### config.mk
export PLATFORM = sky130hd
export DESIGN_NAME = dma_chan_seq
export DESIGN_NICKNAME = d
export VERILOG_FILES = /design/src/rtl/dma_seq_pkg.sv /design/src/rtl/dma_addr_unit.sv /design/src/rtl/dma_count_unit.sv /design/src/rtl/dma_cycle_ctrl.sv /design/src/rtl/dma_chan_seq.sv
export SDC_FILE = /design/constraint.sdc
export NUM_CORES = 1
export LEC_CHECK = 0
export CORE_UTILIZATION = 44
export DETAILED_ROUTE_END_ITERATION = 8
export DONT_BUFFER_PORTS = 1
export GPL_TIMING_DRIVEN = 0
export PLACE_DENSITY_LB_ADDON = 0.15
export SYNTH_ARGS = -nofsm -noshare
export SYNTH_HDL_FRONTEND = slang
export SYNTH_SLANG_ARGS = --single-unit
### constraint.sdc
create_clock -name clk -period 7 [get_ports clk]
set_input_delay 0.7 -clock clk [delete_from_list [all_inputs] [get_ports clk]]
set_output_delay 0.7 -clock clk [all_outputs]
set_load 0.005 [all_outputs]
### src/rtl/dma_seq_pkg.sv
package dma_seq_pkg;
  typedef enum logic [1:0] {
    XT_VERIFY  = 2'd0,
    XT_WRITE   = 2'd1,
    XT_READ    = 2'd2,
    XT_INVALID = 2'd3
  } xfer_type_t;

  typedef enum logic {
    CH_IDLE = 1'b0,
    CH_XFER = 1'b1
  } ch_state_t;
endpackage

### src/rtl/dma_addr_unit.sv
module dma_addr_unit #(
  parameter int AW     = 16,
  parameter int PW     = 8,
  parameter int WORD   = 0,
  parameter int PHYS_W = PW + AW
) (
  input  logic              clk,
  input  logic              rst,
  input  logic              load,
  input  logic [AW-1:0]     load_addr,
  input  logic [PW-1:0]     load_page,
  input  logic              latch,
  input  logic              step,
  input  logic              reload,
  input  logic              hold,
  input  logic              down,
  output logic [PHYS_W-1:0] phys_q
);
  logic [AW-1:0]     base_q;
  logic [AW-1:0]     cur_q;
  logic [PW-1:0]     page_q;
  logic [PHYS_W-1:0] phys_next;

  assign phys_next = (PHYS_W'(page_q) << AW) | (PHYS_W'(cur_q) << WORD);

  always_ff @(posedge clk) begin
    if (rst) begin
      base_q <= '0;
      cur_q  <= '0;
      page_q <= '0;
      phys_q <= '0;
    end else begin
      if (load) begin
        base_q <= load_addr;
        cur_q  <= load_addr;
        page_q <= load_page;
      end else if (step) begin
        if (reload)     cur_q <= base_q;
        else if (!hold) cur_q <= down ? cur_q - AW'(1) : cur_q + AW'(1);
      end
      if (latch) phys_q <= phys_next;
    end
  end

  assert_addr_hold_R5: assert property (@(posedge clk) disable iff (rst)
    (step && hold && !reload && !load) |=> (cur_q == $past(cur_q)));

  assert_addr_reload_R8: assert property (@(posedge clk) disable iff (rst)
    (step && reload && !load) |=> (cur_q == $past(base_q)));
endmodule

### src/rtl/dma_count_unit.sv
module dma_count_unit #(
  parameter int CW = 16
) (
  input  logic          clk,
  input  logic          rst,
  input  logic          load,
  input  logic [CW-1:0] load_count,
  input  logic          step,
  input  logic          reload,
  output logic          terminal
);
  logic [CW-1:0] base_q;
  logic [CW-1:0] cur_q;

  assign terminal = (cur_q == '0);

  always_ff @(posedge clk) begin
    if (rst) begin
      base_q <= '0;
      cur_q  <= '0;
    end else if (load) begin
      base_q <= load_count;
      cur_q  <= load_count;
    end else if (step) begin
      cur_q <= reload ? base_q : cur_q - CW'(1);
    end
  end

  assert_count_down_R6: assert property (@(posedge clk) disable iff (rst)
    (step && !reload && !load) |=> (cur_q == $past(cur_q) - CW'(1)));
endmodule

### src/rtl/dma_cycle_ctrl.sv
module dma_cycle_ctrl
  import dma_seq_pkg::*;
(
  input  logic       clk,
  input  logic       rst,
  input  logic       drq,
  input  logic       sw_req,
  input  logic       cmd_disable,
  input  logic       mode_cascade,
  input  logic [1:0] xfer_type,
  input  logic       autoinit,
  input  logic       mask_wr,
  input  logic       mask_val,
  input  logic       status_clr,
  input  logic       terminal,
  output logic       go,
  output logic       step,
  output logic       dack,
  output logic       mem_wr,
  output logic       mem_rd,
  output logic       tc_pulse,
  output logic       tc_status,
  output logic       mask_set,
  output logic       req_clr
);
  ch_state_t state_q;
  logic      mask_q;
  logic      tc_stop;

  assign go      = (state_q == CH_IDLE) && (drq || sw_req) && !mask_q &&
                   !tc_status && !cmd_disable && !mode_cascade;
  assign step    = (state_q == CH_XFER);
  assign tc_stop = step && terminal && !autoinit;

  always_ff @(posedge clk) begin
    if (rst) begin
      state_q   <= CH_IDLE;
      dack      <= 1'b0;
      mem_wr    <= 1'b0;
      mem_rd    <= 1'b0;
      tc_pulse  <= 1'b0;
      tc_status <= 1'b0;
      mask_q    <= 1'b1;
      mask_set  <= 1'b0;
      req_clr   <= 1'b0;
    end else begin
      tc_pulse <= 1'b0;
      mask_set <= 1'b0;
      req_clr  <= 1'b0;
      if (go) begin
        state_q <= CH_XFER;
        dack    <= 1'b1;
        mem_wr  <= (xfer_type == XT_WRITE);
        mem_rd  <= (xfer_type == XT_READ);
      end else if (step) begin
        state_q  <= CH_IDLE;
        dack     <= 1'b0;
        mem_wr   <= 1'b0;
        mem_rd   <= 1'b0;
        tc_pulse <= terminal;
      end
      if (tc_stop) begin
        tc_status <= 1'b1;
        mask_q    <= 1'b1;
        mask_set  <= 1'b1;
        req_clr   <= 1'b1;
      end else begin
        if (mask_wr) mask_q <= mask_val;
        if ((mask_wr && !mask_val) || status_clr) tc_status <= 1'b0;
      end
    end
  end

  assert_dack_single_R2: assert property (@(posedge clk) disable iff (rst)
    dack |=> !dack);

  assert_strobe_excl_R3: assert property (@(posedge clk) disable iff (rst)
    !(mem_wr && mem_rd));

  assert_strobe_in_dack_R3: assert property (@(posedge clk) disable iff (rst)
    (mem_wr || mem_rd) |-> dack);

  assert_tc_stop_R7: assert property (@(posedge clk) disable iff (rst)
    (step && terminal && !autoinit) |=> (tc_status && mask_set && req_clr && tc_pulse));

  assert_auto_keeps_status_R8: assert property (@(posedge clk) disable iff (rst)
    (step && terminal && autoinit && !mask_wr && !status_clr) |=> $stable(tc_status));

  assert_masked_no_dack_R12: assert property (@(posedge clk) disable iff (rst)
    (mask_q && !dack) |=> !dack);

  assert_gate_R9: assert property (@(posedge clk) disable iff (rst)
    (!dack && (cmd_disable || mode_cascade)) |=> !dack);
endmodule

### src/rtl/dma_chan_seq.sv
module dma_chan_seq
  import dma_seq_pkg::*;
#(
  parameter int AW        = 16,
  parameter int PW        = 8,
  parameter int WORD_XFER = 0,
  localparam int PHYS_W   = PW + AW
) (
  input  logic              clk,
  input  logic              rst,
  input  logic              cfg_load,
  input  logic [AW-1:0]     cfg_addr,
  input  logic [AW-1:0]     cfg_count,
  input  logic [PW-1:0]     cfg_page,
  input  logic [3:0]        mode,
  input  logic              mode_cascade,
  input  logic              cmd_hold,
  input  logic              cmd_disable,
  input  logic              mask_wr,
  input  logic              mask_val,
  input  logic              status_clr,
  input  logic              drq,
  input  logic              sw_req,
  output logic              dack,
  output logic [PHYS_W-1:0] mem_addr,
  output logic              mem_wr,
  output logic              mem_rd,
  output logic              tc_pulse,
  output logic              tc_status,
  output logic              mask_set,
  output logic              req_clr
);
  logic go;
  logic step;
  logic terminal;
  logic reload;

  assign reload = step && terminal && mode[2];

  dma_cycle_ctrl u_ctrl (
    .clk          (clk),
    .rst          (rst),
    .drq          (drq),
    .sw_req       (sw_req),
    .cmd_disable  (cmd_disable),
    .mode_cascade (mode_cascade),
    .xfer_type    (mode[1:0]),
    .autoinit     (mode[2]),
    .mask_wr      (mask_wr),
    .mask_val     (mask_val),
    .status_clr   (status_clr),
    .terminal     (terminal),
    .go           (go),
    .step         (step),
    .dack         (dack),
    .mem_wr       (mem_wr),
    .mem_rd       (mem_rd),
    .tc_pulse     (tc_pulse),
    .tc_status    (tc_status),
    .mask_set     (mask_set),
    .req_clr      (req_clr)
  );

  dma_addr_unit #(.AW(AW), .PW(PW), .WORD(WORD_XFER)) u_addr (
    .clk       (clk),
    .rst       (rst),
    .load      (cfg_load),
    .load_addr (cfg_addr),
    .load_page (cfg_page),
    .latch     (go),
    .step      (step),
    .reload    (reload),
    .hold      (cmd_hold),
    .down      (mode[3]),
    .phys_q    (mem_addr)
  );

  dma_count_unit #(.CW(AW)) u_count (
    .clk        (clk),
    .rst        (rst),
    .load       (cfg_load),
    .load_count (cfg_count),
    .step       (step),
    .reload     (reload),
    .terminal   (terminal)
  );
endmodule

==> flow_metrics.tcl <==
set metrics [dict create \
    num_vias 4646 \
    rrSetupSlack_ns 4.20 \
    routedLengthMet1_um 6670 \
    grt_usage_pct 26.2 \
    top_layer "met4" \
    leakage_nw 2.02 \
    die_w_um 109 \
    dp_cells 766 \
    max_freq_mhz 357 \
    wl_per_cell_um 19.4 \
    grt_max_degree 18 \
    synth_edf_count 0 \
    synth_ff_type "dfxtp_1" \
    gr-total-overflow 0 \
    h-tree-depth 3 \
    insertion_delay_ns 0.35 \
    synth_fp_nets 698 \
    cts_tree "built" \
    netlist_top_cells_area "dfxtp_1 (41%), nand2_1 (7.9%), a21oi_1 (7.5%)" \
    postCtsHoldBufs 0 \
    firstDrtPassIters 7 \
    grt_pass1_wl_um 23300 \
    slew_headroom_pct 35.6 \
    synth_warnings 0 \
    worst-path-max-fanout 7 \
    postRouteAntennaNets 0 \
    nFillCells 1084 \
    seq_area_frac_synth_pct 41.1 \
    first_global_vias 4386 \
    critPathArrivalTime_ns 3.08 \
    port_buffers 0 \
    synthesis.instances 626 \
    peakVddDrop_v 0.000118 \
    ctsRootBufferMaster "clkbuf_16" \
    setup_tns_ns 0 \
    setup_violations 0 \
    antenna_found_initial 0 \
    layout-drive-gt1-share_pct 4.36 \
    dr_wl_met3_um 1040 \
    core_area_mm2 0.0110 \
    p_per_area_mw_per_mm2 241 \
    die_h_um 109 \
    critical_path_class "reg2reg" \
    power_mw 1.33 \
    synth.top_cells.by_count "nand2_1 (106), dfxtp_1 (104), a21oi_1 (76)" \
    met2_length_um 7150 \
    gp_congestion 0.883 \
    start_kind "flip-flop" \
    cts_sinks 104 \
    avgSynthCellArea_um2 8.08 \
    yosysTopAreaCell "dfxtp_1" \
    worst_pin_slew_ns 0.959 \
    cts_setup_buffers 0 \
    synthesis.area_mm2 0.00506 \
    routed_wirelength_um 15100 \
    worst_hold_path_type "in2reg" \
    cts_buffer_depth 2 \
    io-pin-count 86 \
    maxCapViolations 0 \
    cts_resized 0 \
    outcome "complete, no violations" \
    synth_top_area_share_pct 41.1 \
    period_share_pct 40.0 \
    hold_viol_final 0 \
    synth.distinct_cells 57 \
    synth-seq-cells 104 \
    cts_buffers 9 \
    start_util_pct 45.9 \
    nets 709 \
    slew_violations 0 \
    synthArstFlopShare_pct 0 \
    crit_required_ns 7.28 \
    die_area_mm2 0.0119 \
    rsz0062_at_grt "false" \
    drtIter0Drc 367 \
    path_clk_slew_ns 0.07 \
    fin_worst_skew_ns 0.00927 \
    dp_hpwl_um 11000 \
    num_rows 38 \
    syn_to_final_growth_pct 8.85 \
    diodes 0 \
    vias_per_cell 5.94 \
    period_needed_ns 2.80 \
    drc 0 \
    synth.most_common_cell "nand2_1" \
    stdcell_count 782 \
    end_kind "flip-flop" \
]
==> cell families after synthesis <==
kind of cell | count (synthesis) | share of synthesized area [%]
AND/OR/NAND/NOR | 223 | 19.9
flip-flops | 104 | 41.1
multiplexers | 24 | 4.75
buffers and inverters | 56 | 4.45
AO/OA/AOI/OAI | 188 | 23.0
adder cells (fa/ha/maj) | 17 | 4.35
XOR/XNOR | 14 | 2.42
==> flip-flops by register name, indices dropped and copies added, names as in the netlist <==
name and count:
u_addr.phys_q 24, u_addr.base_q 16, u_addr.cur_q 16, u_count.base_q 16, u_count.cur_q 16, u_addr.page_q 8
u_ctrl.dack 1, u_ctrl.mask_q 1, u_ctrl.mask_set 1, u_ctrl.mem_rd 1, u_ctrl.mem_wr 1, u_ctrl.step 1
u_ctrl.tc_pulse 1, u_ctrl.tc_status 1
==> critical path, cell delays in order, from the launching register on <==
cell	delay, ns
dfxtp_1	0.38
inv_1	0.11
ha_1	0.18
or3b_2	0.50
nor3_1	0.68
a211oi_1	0.17
or4_1	0.56
a21oi_1	0.14
==> where the power goes <==
part | switching [mW] | internal, mW | leakage [nW]
combinational | 0.121 | 0.0800 | 1.04
clock | 0.235 | 0.245 | 0.128
sequential | 0.0252 | 0.620 | 0.853
==> layer usage <==
| metal | GRT usage (%) | vias to the layer above |
|---|---|---|
| li1 | - | 2268 |
| met1 | 33.7 | 2203 |
| met2 | 42.7 | 156 |
| met3 | 5.32 | 19 |
| met4 | 11.0 | 0 |
| met5 | 0 | - |
==> area by class of cell <==
class / instances / area [um2] / area share (%)
plain buffers: 40 / 165 / 3.00
clock buffers: 11 / 233 / 4.23
multi-input cells: 466 / 2750 / 50.0
well taps: 140 / 175 / 3.18
flip-flops and latches: 104 / 2080 / 37.8
clock inverters: 5 / 40.0 / 0.727
inverters: 16 / 60.1 / 1.09
==> metrics by stage <==
stage	hold WS (ns)	worst slack, ns	area [um2]	utilization [%]
6_report	0.414	4.20	5510	49.9
5_1_grt	0.407	4.04	5510	49.9
4_1_cts	0.407	4.22	5510	49.9
3_5_place_dp	0.444	4.20	5240	47.5
3_3_place_gp	0.436	4.16	5240	47.5
2_1_floorplan	0.431	4.57	5060	-
==> path summary, 6_finish.rpt <==
kind                    startpoint                end  cells after the start
hold reg to reg   u_addr.page_q[3]  u_addr.phys_q[19]                      2
setup / recovery  u_count.cur_q[0]   u_count.cur_q[8]                      7
setup reg to reg  u_count.cur_q[0]   u_count.cur_q[8]                      7
hold / removal             mode[2]    u_ctrl.mask_set                      1
==> layout by cell type (no fill, tap or decap), types with 6 or more instances in the layout <==
master,netlist,final
a211oi_1,11,11
a21o_1,6,6
a21oi_1,76,76
clkbuf_1,31,33
clkbuf_16,0,9
dfxtp_1,104,104
ha_1,16,16
inv_1,16,16
mux2i_1,24,24
nand2_1,106,106
nand3_1,11,11
nand4_1,7,7
nor2_1,55,55
nor3_1,17,17
o21a_1,7,7
o21ai_0,33,33
o22ai_1,11,11
xnor2_1,10,10
Note: power is estimated with default switching activity, not from simulation.
